<file path="config.mk">
export PLATFORM = sky130hd
export DESIGN_NAME = wgt_top
export DESIGN_NICKNAME = d
export VERILOG_FILES = /design/src/rtl/wgt_pkg.sv /design/src/rtl/wgt_counter.sv /design/src/rtl/wgt_issue_gate.sv /design/src/rtl/wgt_complete.sv /design/src/rtl/wgt_top.sv
export SDC_FILE = /design/constraint.sdc
export NUM_CORES = 1
export LEC_CHECK = 0
export ABC_AREA = 1
export BUFFER_PORTS_ARGS = -buffer_cell sky130_fd_sc_hd__buf_2
export CORE_AREA = 3 3 42 44
export DETAILED_ROUTE_END_ITERATION = 7
export DIE_AREA = 0 0 45 47
export GPL_TIMING_DRIVEN = 0
export MAX_ROUTING_LAYER = met4
export PLACE_DENSITY = 0.74
export RECOVER_POWER = 50
export SETUP_SLACK_MARGIN = 0.2
export SLEW_MARGIN = 20
export SYNTH_ARGS = -nofsm -noshare
export SYNTH_HDL_FRONTEND = slang
export SYNTH_SLANG_ARGS = --single-unit
</file>
<file path="constraint.sdc">
create_clock -name clk -period 1.54 [get_ports clk]
set_input_delay 0.077 -clock clk [delete_from_list [all_inputs] [get_ports clk]]
set_output_delay 0.077 -clock clk [all_outputs]
set_load 0.1 [all_outputs]
</file>
<file path="src/rtl/wgt_pkg.sv">
package wgt_pkg;
   // mode bits that steer the issue gate
   typedef struct packed {
      logic drain;
      logic strict;
   } wgt_mode_t;
endpackage

</file>
<file path="src/rtl/wgt_counter.sv">
module wgt_counter #(
   parameter int CNT_W = 4
) (
   input  logic             clk,
   input  logic             rst_n,
   input  logic             clr,
   input  logic             issue,
   input  logic             resp,
   output logic [CNT_W-1:0] cnt,
   output logic [CNT_W-1:0] cnt_next
);
   localparam logic [CNT_W-1:0] CNT_MAX = '1;

   logic inc, dec;

   assign inc = issue && (cnt != CNT_MAX);
   assign dec = resp && (cnt != '0);

   always_comb begin
      cnt_next = cnt;
      if (clr)
         cnt_next = '0;
      else if (inc && !dec)
         cnt_next = cnt + CNT_W'(1);
      else if (dec && !inc)
         cnt_next = cnt - CNT_W'(1);
   end

   always_ff @(posedge clk or negedge rst_n) begin
      if (!rst_n) cnt <= '0;
      else        cnt <= cnt_next;
   end
endmodule

</file>
<file path="src/rtl/wgt_issue_gate.sv">
module wgt_issue_gate
   import wgt_pkg::*;
#(
   parameter int CNT_W      = 4,
   parameter int CAP        = 13,
   parameter bit HAS_STRICT = 1'b1
) (
   input  logic [CNT_W-1:0] cnt,
   input  wgt_mode_t        mode,
   input  logic             waiting,
   output logic             cap_stall,
   output logic             wr_allow
);
   localparam logic [CNT_W-1:0] CAP_V = CNT_W'(CAP);

   logic strict_block;

   assign cap_stall = mode.drain && (cnt > CAP_V);

   generate
      if (HAS_STRICT) begin : g_strict
         assign strict_block = mode.strict && (cnt != '0);
      end else begin : g_nostrict
         assign strict_block = 1'b0;
      end
   endgenerate

   assign wr_allow = !(cap_stall || strict_block || waiting);
endmodule

</file>
<file path="src/rtl/wgt_complete.sv">
module wgt_complete #(
   parameter int CNT_W = 4
) (
   input  logic             clk,
   input  logic             rst_n,
   input  logic             clr,
   input  logic             drain_mode,
   input  logic             eot,
   input  logic             irq_en,
   input  logic [CNT_W-1:0] cnt,
   input  logic [CNT_W-1:0] cnt_next,
   output logic             waiting,
   output logic             done_evt,
   output logic             int_evt
);
   logic irq_held;
   logic now_done, drain_done, defer;

   assign now_done   = eot && !waiting && (!drain_mode || (cnt == '0));
   assign defer      = eot && !waiting && drain_mode && (cnt != '0);
   assign drain_done = waiting && !clr && (cnt_next == '0);

   assign done_evt = now_done || drain_done;
   assign int_evt  = (now_done && irq_en) || (drain_done && irq_held);

   always_ff @(posedge clk or negedge rst_n) begin
      if (!rst_n) begin
         waiting  <= 1'b0;
         irq_held <= 1'b0;
      end else if (clr || drain_done) begin
         waiting  <= 1'b0;
         irq_held <= 1'b0;
      end else if (defer) begin
         waiting  <= 1'b1;
         irq_held <= irq_en;
      end
   end
endmodule

</file>
<file path="src/rtl/wgt_top.sv">
module wgt_top
   import wgt_pkg::*;
#(
   parameter int CNT_W      = 4,
   parameter int CAP        = 13,
   parameter bit HAS_STRICT = 1'b1
) (
   input  logic             clk,
   input  logic             rst_n,
   input  logic             chan_reset,
   input  logic             xfer_start,
   input  logic             drain_mode,
   input  logic             strict_mode,
   input  logic             wr_issue,
   input  logic             wr_resp,
   input  logic             eot,
   input  logic             irq_en,
   input  logic             chan_active,
   input  logic             wait_busy,
   input  logic             dbg_pause,
   input  logic             dbg_pause_dis,
   output logic             wr_allow,
   output logic             done_evt,
   output logic             int_evt,
   output logic             waiting,
   output logic             paused,
   output logic [CNT_W-1:0] pend_cnt
);
   localparam int CNT_TOP = (1 << CNT_W) - 1;

   generate
      if (CNT_W < 2 || CNT_W > 16) begin : g_bad_width
         $error("wgt_top: CNT_W out of range");
      end
      if (CAP < 1 || CAP >= CNT_TOP) begin : g_bad_cap
         $error("wgt_top: CAP must leave headroom below the count limit");
      end
   endgenerate

   logic             clr;
   logic             cap_stall;
   logic [CNT_W-1:0] cnt_next;
   wgt_mode_t        mode;

   assign clr  = chan_reset || xfer_start;
   assign mode = '{drain: drain_mode, strict: strict_mode};

   wgt_counter #(.CNT_W(CNT_W)) u_cnt (
      .clk      (clk),
      .rst_n    (rst_n),
      .clr      (clr),
      .issue    (wr_issue),
      .resp     (wr_resp),
      .cnt      (pend_cnt),
      .cnt_next (cnt_next)
   );

   wgt_issue_gate #(.CNT_W(CNT_W), .CAP(CAP), .HAS_STRICT(HAS_STRICT)) u_gate (
      .cnt       (pend_cnt),
      .mode      (mode),
      .waiting   (waiting),
      .cap_stall (cap_stall),
      .wr_allow  (wr_allow)
   );

   wgt_complete #(.CNT_W(CNT_W)) u_cpl (
      .clk        (clk),
      .rst_n      (rst_n),
      .clr        (clr),
      .drain_mode (drain_mode),
      .eot        (eot),
      .irq_en     (irq_en),
      .cnt        (pend_cnt),
      .cnt_next   (cnt_next),
      .waiting    (waiting),
      .done_evt   (done_evt),
      .int_evt    (int_evt)
   );

   assign paused = !chan_active || wait_busy || (dbg_pause && !dbg_pause_dis) || cap_stall;
endmodule

</file>
## Yosys cells after proc, flatten, opt, wreduce, memory -nomap -nowiden

Cells that the tools add are included.
W data, S select, Z words.

- Add/sub/neg operators: 2
- Reductions and logical operators: 37
- Equal/unequal tests: 1
- Order comparisons: 1
- Multiplexer cells: 7

Operator list:

| cell | count |
|---|---|
| $logic_and A1 B1 Y1 | 15 |
| $mux W4 | 3 |
| $logic_or A1 B1 Y1 | 10 |
| $logic_not A1 Y1 | 8 |
| $logic_not A4 Y1 | 2 |
| $add A4 B1 Y4 const B | 1 |
| $gt A4 B4 Y1 const B | 1 |
| $mux W1 | 4 |
| $ne A4 B4 Y1 const B | 1 |
| $reduce_bool A4 Y1 | 1 |
| $sub A4 B1 Y4 const B | 1 |
| $reduce_bool A2 Y1 | 1 |

- Word-level logic and storage cells: 51
- Register bits after elaboration: 6
- Bits of input ports: 14
- Output and inout port bits: 9

## Longest topological paths before layout

Gate-level depths: netlist of the first run.

- Depth in word-level cells: 11
- Depth in mapped cells: 12
- Gate-level depth less buffers: 12

## Hierarchy

A second synthesis of the first run with hierarchy kept.

- Cells, all modules: 90
- Area total of the unflattened synthesis: 559.3 µm²

Modules (own cells, without submodules):

| module | sequential area each (µm²) | times used | cells an instance | area an instance (µm²) |
|---|---|---|---|---|
| wgt_counter | 100.1 | 1 | 46 | 314.1 |
| wgt_complete | 50.0 | 1 | 30 | 183.9 |
| wgt_issue_gate | 0.0 | 1 | 9 | 38.8 |
| wgt_top | 0.0 | 1 | 5 | 22.5 |

## Least setup slack after synthesis of the first run

Ideal clock, no wire load.

- Path kind: reg2out
- Start: reg u_cnt.cnt[0]
- End: out wr_allow
- Path slack: -2.200 ns
- Required time: 1.463 ns
- Arrival: 3.663 ns
- Path buffers: 0
- Stages on the path, launching flop included: 7
- Cells stage by stage: dfrtp_1 -> inv_1 -> ha_1 -> nor2_1 -> nand2_1 -> nor3_1 -> a211oi_1

- Cells in the longest elaborated chain, start to end: 5
- Elaborated cells between the ends (all ways): 7
- Those cells by class: order compare: 1; reduce/logical: 6

RTL lines:

| element | line | text |
|---|---|---|
| start, declared | wgt_counter.sv:9 | `output logic [CNT_W-1:0] cnt,` |
| start signal, assigned | wgt_counter.sv:31 | `else cnt <= cnt_next;` |
| $gt A4 B4 Y1 / $reduce_bool A4 Y1 (equally long branches) | wgt_issue_gate.sv:18, wgt_issue_gate.sv:22 |  |
| $logic_and A1 B1 Y1 (on tied branches) | wgt_issue_gate.sv:18, wgt_issue_gate.sv:22 |  |
| $logic_or A1 B1 Y1 (*) (2 in a row) | wgt_issue_gate.sv:28 | `assign wr_allow = !(cap_stall \|\| strict_block \|\| waiting);` |
| $logic_not A1 Y1 (*) | wgt_issue_gate.sv:28 |  |
| end, declared | wgt_top.sv:22 | `output logic wr_allow,` |

Every way passes the cells marked *; elsewhere a longest branch is shown, timed or not.

## Worst setup path after layout of the first run

- Start: reg u_cnt.cnt[0]
- End: out int_evt

- Cells in the longest elaborated chain, start to end: 11
- Elaborated cells between the ends (all ways): 21
- Those cells by class: add/sub: 2; eq/ne: 1; mux: 3; reduce/logical: 15

RTL lines:

| element | line | text |
|---|---|---|
| branches (longest 10 deep; another with $sub A4 B1 Y4) | - |  |
| $logic_or A1 B1 Y1 (*) | wgt_complete.sv:24 | `assign int_evt = (now_done && irq_en) \|\| (drain_done && irq_held);` |
| end, declared | wgt_top.sv:24 | `output logic int_evt,` |

Every way passes the cells marked *.

==> impl_metrics.ini, run 1 <==
[outcome]
status = complete, but fails checks
violations = setup timing

[clock_network]
cts_root_buffer = clkbuf_4
cts_tree = built
clk_pin_slew_worst_paths_ns = 0.05
clockBufferDepth = 2
cts.sinks = 6
cts_buffers = 3
cts_max_level = 1
clock_latency_ns = 0.24

[logic_synthesis]
avgSynthCellArea_um2 = 7.22
synth-seq-cells = 6
syn-instance-count = 82
synth_top_area_share = 0.254
synth_area_leaders = dfrtp_1 (25%), nand3_2 (10%), nand2_1 (10%)
synth_area_um2 = 592
yosysTopAreaCell = dfrtp_1
yosysSeqAreaShare = 0.254
syn_nets = 99
ys_types = 19
ys_warn_count = 0

[place]
place_inst = 120
dp_hpwl_um = 1080
port_buffers = 22
dpl_cell_area_um2 = 793
gp_congestion = 0.781
dp_slack_ns = -0.540

[layout]
nets = 135
layout.cells.non_filler = 133
area_growth_pct = 73.6
register_area_um2 = 161
final_cell_mix = nand2_1 (14), buf_2 (14), inv_1 (11)
diodes = 0
final.fill_count = 120
postLayoutCellArea_um2 = 1030
multi_input_area_um2 = 504
drive_gt1_frac = 0.598

[critical_path]
arrival_ns = 1.99
crit_type = register to output pin
critPathLaunch = u_cnt.cnt[0]
cp_max_fo = 4
crit_path_top_delay_cell = dfrtp_4
critPathBufInv = 2
cpPeakStageDelay_ns = 0.52
crit_required_ns = 1.46
cp-end-kind = output pin
r2r-start = u_cnt.cnt[0]
crit_family = simple AND/OR/NAND/NOR gates
crit_chain = ha_4, nand3_2, nand2_4, inv_4, nand2_4, nand3_2, nand3_2, nor2_4, nand4_1, nand2_4, buf_12
crit_path_start_kind = register

[power_and_ir_drop]
p_leak_nw = 0.491
p_total_mw = 0.634
vdd_drop_max_mv = 0.438
powerDensity_nw_per_um2 = 618

[hold_path]
holdCritStartpoint = chan_reset
hold_class = input port to register

[floorplan]
core_area_um2 = 1470
rows = 14
dieHeight_um = 47
ios = 23
die-area_um2 = 2120
die_w_um = 45
initial_core_util = 0.402

[sta]
finalClockSkew_ns = 0.00512
hold_viol = 0
rsz0062_at_grt = true
fin_crit_sh = 1.34
tightest_slew_ns = 0.541
whs_ns = 0.139
layout_setup_ws_ns = -0.527
slew_viol_final = 0
slew_headroom = 0.641
setup_violations = 6
layout_min_cycle_time_ns = 2.07
fmax_mhz = 484

[routing]
first_iter_violations = 8
wl_um = 1640
postRouteAntennaNets = 0
wl_per_cell_um = 12.4
vias = 658
viasPerCell = 4.95
drc = 0
first_pass_iters = 4

[global_routing]
grt_pass1_wl_um = 2530
grt-ovfl-total = 0
grt_pass1_vias = 643
grt_usage = 0.169
antenna_found_initial = 0
grt_max_degree = 8

[flow_run]
maxCapViolations = 0
## cell type report
type,count,share of cell area
sequential,6,0.157
clock buffer,4,0.0256
multi-input combinational,61,0.491
inverter,15,0.0621
tap,16,0.0195
timing repair buffer,31,0.245
## path summary, 6_finish.rpt
path                            slack, ns  cells past startpoint             end
max in group asynchronous            1.06                      2    u_cnt.cnt[1]
min in group asynchronous            0.23                      2    u_cnt.cnt[0]
worst max-delay path                -0.53                     11         int_evt
worst min-delay path                 0.14                      4    u_cnt.cnt[2]
worst min register to register       0.60                      4  u_cpl.irq_held
worst max register to register      -0.18                     11   u_cpl.waiting
## through the flow
step           setup TNS (ns)   util
6_report                -2.06  0.698
5_1_grt                 -2.66  0.698
2_1_floorplan           -2.07      -
3_5_place_dp            -1.79  0.539
3_3_place_gp            -1.67  0.539
4_1_cts                 -1.78  0.672
## cells in the mapped netlist
cell	count
a2111o_1	1
a211oi_1	1
a21boi_1	1
a21oi_1	2
dfrtp_1	6
ha_1	3
inv_1	13
inv_2	1
inv_4	1
nand2_1	16
nand2_2	5
nand2_4	4
nand3_1	8
nand3_2	6
nand4_1	3
nor2_1	7
nor2_2	1
nor2_4	1
nor3_1	2
## routing by layer
layer  part of all wire  track usage  vias up
li1                   -            -      335
met1               0.44        0.191      309
met4             0.0049       0.0936        0
met3              0.034       0.0307        2
met2               0.52        0.280       12
met5                  0            -        -
## timing repair
item / 4_1_cts / 5_1_grt
endpoints found under the hold margin: 6 / 0
setup endpoints to repair: 10 / 10
pin swaps: 3 / 4
resized for setup: 26 / 5
setup buffers: 6 / 2
hold buffers: 1 / 0
## flip-flops by register name, summed over array words and instances (netlist names)
name            count
u_cnt.cnt           4
u_cpl.irq_held      1
u_cpl.waiting       1
## kinds of logic after synthesis
kind of cell	synth area share
buffers and inverters	0.0994
AOI/OAI and AO/OA	0.0613
adders and majority gates	0.0634
DFF	0.254
and+or+nand+nor	0.522
## power by group
| part | switching (mW) | total (mW) | internal (mW) |
|---|---|---|---|
| Clock | 0.0539 | 0.152 | 0.0980 |
| Combinational | 0.195 | 0.309 | 0.113 |
| Sequential | 0.00927 | 0.174 | 0.165 |
## worst reg2reg max path: stages (launching register included)
cell and delay (ns):
dfrtp_4 0.52, ha_4 0.18, nand3_2 0.09, nand2_4 0.08
inv_4 0.09, nand2_4 0.06, nand3_2 0.09, nand3_2 0.10
nor2_4 0.10, nand3_2 0.14, nand2_2 0.10, nor2_1 0.04
No activity file was read; power rests on OpenSTA's default activity.
==> run 2, diff against run 1 <==
--- a/config.mk
+++ b/config.mk
@@ -7,12 +7,12 @@
 export LEC_CHECK = 0
 export ABC_AREA = 1
 export BUFFER_PORTS_ARGS = -buffer_cell sky130_fd_sc_hd__buf_2
-export CORE_AREA = 3 3 42 44
+export CORE_AREA = 3 3 40 42
 export DETAILED_ROUTE_END_ITERATION = 7
-export DIE_AREA = 0 0 45 47
+export DIE_AREA = 0 0 43 45
 export GPL_TIMING_DRIVEN = 0
 export MAX_ROUTING_LAYER = met4
-export PLACE_DENSITY = 0.74
+export PLACE_DENSITY = 0.78
 export RECOVER_POWER = 50
 export SETUP_SLACK_MARGIN = 0.2
 export SLEW_MARGIN = 20
==> constraint.sdc (replaced) <==
create_clock -name clk -period 2.6 [get_ports clk]
set_input_delay 0.13 -clock clk [delete_from_list [all_inputs] [get_ports clk]]
set_output_delay 0.13 -clock clk [all_outputs]
set_load 0.1 [all_outputs]
==> impl_metrics.ini, run 2 (synthesis gave the netlist of run 1 again) <==
[layout]
final.fill_count = 122
diodes = 0
drive_gt1_frac = 0.422
postLayoutCellArea_um2 = 782
reg_top3 = u_cnt.cnt: 4 flops, u_cpl.irq_held: 1 flops, u_cpl.waiting: 1 flops
final_cell_mix = buf_2 (15), nand2_1 (14), inv_1 (13)
area_growth_pct = 32.1
nets = 127
top_register = u_cnt.cnt
mostFrequentLayoutCell = buf_2
largest_register_ffs = 4
fin_util = 0.609

[floorplan]
ios = 23
initial_core_util = 0.461
core_area_um2 = 1280
die_w_um = 43
rows = 13
dieHeight_um = 45
die-area_um2 = 1940

[sta]
setup_violations = 0
rsz0062_at_grt = false
fin_crit_sh = 0.873
slew_headroom = 0.232
hold_viol = 0
fmax_mhz = 440
layout_min_cycle_time_ns = 2.27
tightest_slew_ns = 1.16
tns_ns = 0
slew_viol_final = 0
finalClockSkew_ns = 0.00296

[critical_path]
critPathLaunch = u_cnt.cnt[0]
arrival_ns = 2.14
crit_required_ns = 2.47
crit_type = register to output pin
crit_path_start_kind = register
cp_max_fo = 6
r2r-start = u_cnt.cnt[0]
cp-end-kind = output pin
rrSetupSlack_ns = 0.83

[clock_network]
clk_pin_slew_worst_paths_ns = 0.05
clockBufferDepth = 2
post_cts_buffers = 0
clock_latency_ns = 0.24
cts_buffers = 3
cts_root_buffer = clkbuf_4
cts.sinks = 6
cts_tree = built
cts_max_level = 1

[flow_run]
maxCapViolations = 0

[global_routing]
antenna_found_initial = 0
grt_usage = 0.147
grt_pass1_vias = 600
grt_max_degree = 8
grt_pass1_wl_um = 2140
grt-ovfl-total = 0

[place]
gp_congestion = 0.802
dpl_cell_area_um2 = 743
dp_hpwl_um = 1150
port_buffers = 22

[routing]
first_iter_violations = 7
wl_per_cell_um = 10.7
wl_um = 1330
postRouteAntennaNets = 0
viasPerCell = 5.02
vias = 622
drc = 0
first_pass_iters = 4

[outcome]
status = completed

[power_and_ir_drop]
p_leak_nw = 0.390
vdd_drop_max_mv = 0.276
powerDensity_nw_per_um2 = 419

[hold_path]
holdCritStartpoint = xfer_start
hold_class = input port to register
==> run 2: cell types whose count changed in the layout (fill, tap and decap cells not counted), moves of 3 or more <==
cell	before	now
buf_4	8	1
buf_12	4	0
clkbuf_1	2	6
ha_1	0	3
ha_4	3	0
nand3_1	5	8
==> run 2: worst max-delay path: stages (launching register included) <==
cell	delay (ns)
dfrtp_2	0.41
inv_1	0.10
ha_1	0.27
nor2_1	0.15
nand2_1	0.06
nor3_1	0.34
a2111o_2	0.15
buf_2	0.41
==> run 2: report_power, final <==
group	internal (mW)	total, mW	switching, mW
logic	0.0359	0.136	0.100
clock network	0.0580	0.0903	0.0322
registers	0.0967	0.101	0.00447
==> run 2: path summary, 6_finish.rpt <==
check	cells after the start	to
max in group asynchronous	2	u_cnt.cnt[2]
setup / recovery	7	paused
min in group asynchronous	2	u_cnt.cnt[1]
hold / removal	4	u_cnt.cnt[2]
setup reg to reg	11	u_cpl.waiting
hold reg to reg	4	u_cpl.irq_held
==> run 2: layer usage <==
layer	global-route usage	up-vias	wire, um
li1	-	317	-
met1	0.148	285	534
met2	0.284	18	690
met3	0.0120	2	89
met4	0.0723	0	15
met5	-	-	0
==> run 2: final cells by class <==
| cell class | count | area, um^2 | share of cell area |
|---|---|---|---|
| Sequential cell | 6 | 154 | 0.197 |
| Tap cell | 15 | 18.8 | 0.0240 |
| Timing Repair Buffer | 23 | 123 | 0.157 |
| Inverter | 15 | 58.8 | 0.0752 |
| Clock buffer | 4 | 26.3 | 0.0336 |
| Multi-Input combinational cell | 61 | 402 | 0.514 |
==> run 2: per-stage QoR <==
step           worst slack (ns)  cells  power, mW  hold slack [ns]
2_1_floorplan             0.277     82      0.206           -0.166
3_3_place_gp              0.492    119      0.233          -0.0456
3_5_place_dp              0.449    119      0.236          -0.0448
4_1_cts                   0.202    124      0.331            0.198
5_1_grt                   0.209    124      0.347            0.214
6_report                  0.329    124      0.328            0.206
==> run 2: repair_timing <==
action / CTS / global route
gates resized for setup: 1 / 3
setup endpoints to repair: 1 / 2
hold buffers: 1 / 0
endpoints found under the hold margin: 6 / 0
==> run 3, diff against run 2 <==
==> constraint.sdc (replaced) <==
create_clock -name clk -period 2.6 [get_ports clk]
set_input_delay 0.39 -clock clk [delete_from_list [all_inputs] [get_ports clk]]
set_output_delay 0.39 -clock clk [all_outputs]
set_load 0.1 [all_outputs]
==> impl_metrics.ini, run 3 (synthesis gave the netlist of run 1 again) <==
[routing]
wl_um = 1300
viasPerCell = 4.85
postRouteAntennaNets = 0
drc = 0
first_pass_iters = 2
wl_per_cell_um = 10.4
first_iter_violations = 11
vias = 606

[outcome]
status = completed

[sta]
fmax_mhz = 425
rsz0062_at_grt = true
setup_violations = 0
tightest_slew_ns = 1.16
finalClockSkew_ns = 0.00191
fin_crit_sh = 0.905
tns_ns = 0
slew_headroom = 0.232
layout_min_cycle_time_ns = 2.35
hold_viol = 0
layout_setup_ws_ns = 0.247
slew_viol_final = 0

[global_routing]
grt_pass1_vias = 518
grt_use_met2 = 0.234
grt_use_met1 = 0.170
grt_pass1_wl_um = 1970
antenna_found_initial = 0
grt_usage = 0.136
grt_max_degree = 8
met3_usage = 0.00398
grt-ovfl-total = 0
top_usage_layer = met2

[clock_network]
cts_max_level = 1
clockBufferDepth = 2
clk_pin_slew_worst_paths_ns = 0.04
cts.sinks = 6
cts_buffers = 3
clock_latency_ns = 0.24
cts_root_buffer = clkbuf_4
cts_tree = built

[layout]
nets = 128
mostFrequentLayoutCell = buf_2
final_cell_mix = buf_2 (17), nand2_1 (14), inv_1 (11)
diodes = 0
largest_register_ffs = 4
reg_top3 = u_cnt.cnt: 4 flops, u_cpl.irq_held: 1 flops, u_cpl.waiting: 1 flops
top_register = u_cnt.cnt
drive_gt1_frac = 0.527
area_growth_pct = 52.2

[place]
dp_slack_ns = 0.0922
dp_hpwl_um = 1040
gp_congestion = 0.808
port_buffers = 22

[critical_path]
crit_path_start_kind = register
crit_path_top_delay_cell = dfrtp_4
cp-end-kind = output pin
crit_chain = inv_4, ha_4, nand2_8, nand3_4, nand2_1, nand2_2, nand3_2, nor2_4, nand4_1, nand2_4, buf_12
cp_max_fo = 6
arrival_ns = 1.96
crit_type = register to output pin
critPathBufInv = 2
crit_family = simple AND/OR/NAND/NOR gates
crit_required_ns = 2.21
cpPeakStageDelay_ns = 0.52

[floorplan]
core_area_um2 = 1280
initial_core_util = 0.461
die-area_um2 = 1940
ios = 23
rows = 13
die_w_um = 43
dieHeight_um = 45

[power_and_ir_drop]
switching_share = 0.411
vdd_drop_max_mv = 0.226
p_total_mw = 0.351
p_seq_frac = 0.295
p_leak_nw = 0.412
p_int_mw = 0.207
combPwrFrac = 0.454
powerDensity_nw_per_um2 = 390
power_switching_mw = 0.144
power_frac_clock = 0.252

[flow_run]
maxCapViolations = 0

[hold_path]
hold_class = input port to register
[run 3: cell types whose count changed in the layout (fill, tap and decap cells not counted), moves of 2 or more]
cell | previous run | this run
inv_1 | 13 | 11
buf_12 | 0 | 2
nand2_8 | 0 | 2
ha_4 | 0 | 2
nand3_1 | 8 | 6
nand2_2 | 7 | 5
dfrtp_4 | 0 | 2
clkbuf_1 | 6 | 3
ha_1 | 3 | 1
buf_2 | 15 | 17
[run 3: path summary, 6_finish.rpt]
kind                                 from             end  slack, ns  cells past startpoint
max in group asynchronous           rst_n    u_cnt.cnt[0]       1.81                      2
min                            chan_reset    u_cnt.cnt[2]       0.46                      4
max reg2reg                  u_cnt.cnt[0]   u_cpl.waiting       0.94                     11
min in group asynchronous           rst_n    u_cnt.cnt[1]       0.54                      2
min reg2reg                u_cpl.irq_held  u_cpl.irq_held       0.59                      4
max                          u_cnt.cnt[0]         int_evt       0.25                     11
[run 3: power by group through the flow]
stage	Clock, mW	Combinational [mW]	Sequential, mW
after floorplan	0	0.0885	0.121
after global placement	0	0.133	0.103
after detailed placement	0	0.134	0.103
after CTS	0.0926	0.147	0.102
after global routing	0.0952	0.169	0.104
final	0.0883	0.159	0.103
[run 3: worst register-to-register path: cells and delay by family, from the launching register on]
| family | cells | cell delay, ns |
|---|---|---|
| AND/OR/NAND/NOR | 9 | 0.78 |
| flip-flops | 1 | 0.52 |
| adder cells (fa/ha/maj) | 1 | 0.18 |
| buffers and inverters | 1 | 0.08 |
[run 3: repair_timing]
item	CTS	global route
hold buffers	1	0
buffers inserted	0	1
cloned	0	0
hold endpoints to repair	6	0
pin swaps	0	1
endpoints found under the setup margin	3	3
gates resized for setup	11	11
[run 3: final cells by class]
class / instances / area [um^2]
sequential: 6 / 160
tap: 15 / 18.8
inverter: 15 / 61.3
multi-input combinational: 61 / 477
timing repair buffer: 24 / 158
clock buffer: 4 / 26.3
fill: 108 / 384
[run 3: per-layer routing]
metal / vias to the layer above / wire (um)
met3: 0 / 63
met5: - / 0
li1: 322 / -
met1: 272 / 566
met2: 12 / 668
met4: 0 / 0
[run 3: metrics by stage]
step	hold WS [ns]	instance area, um^2	instances	utilization
CTS	0.458	836	124	0.650
floorplan	0.0944	631	82	-
detailed placement	0.213	759	119	0.591
global placement	0.211	759	119	0.591
global route	0.478	901	125	0.701
finish	0.463	901	125	0.701
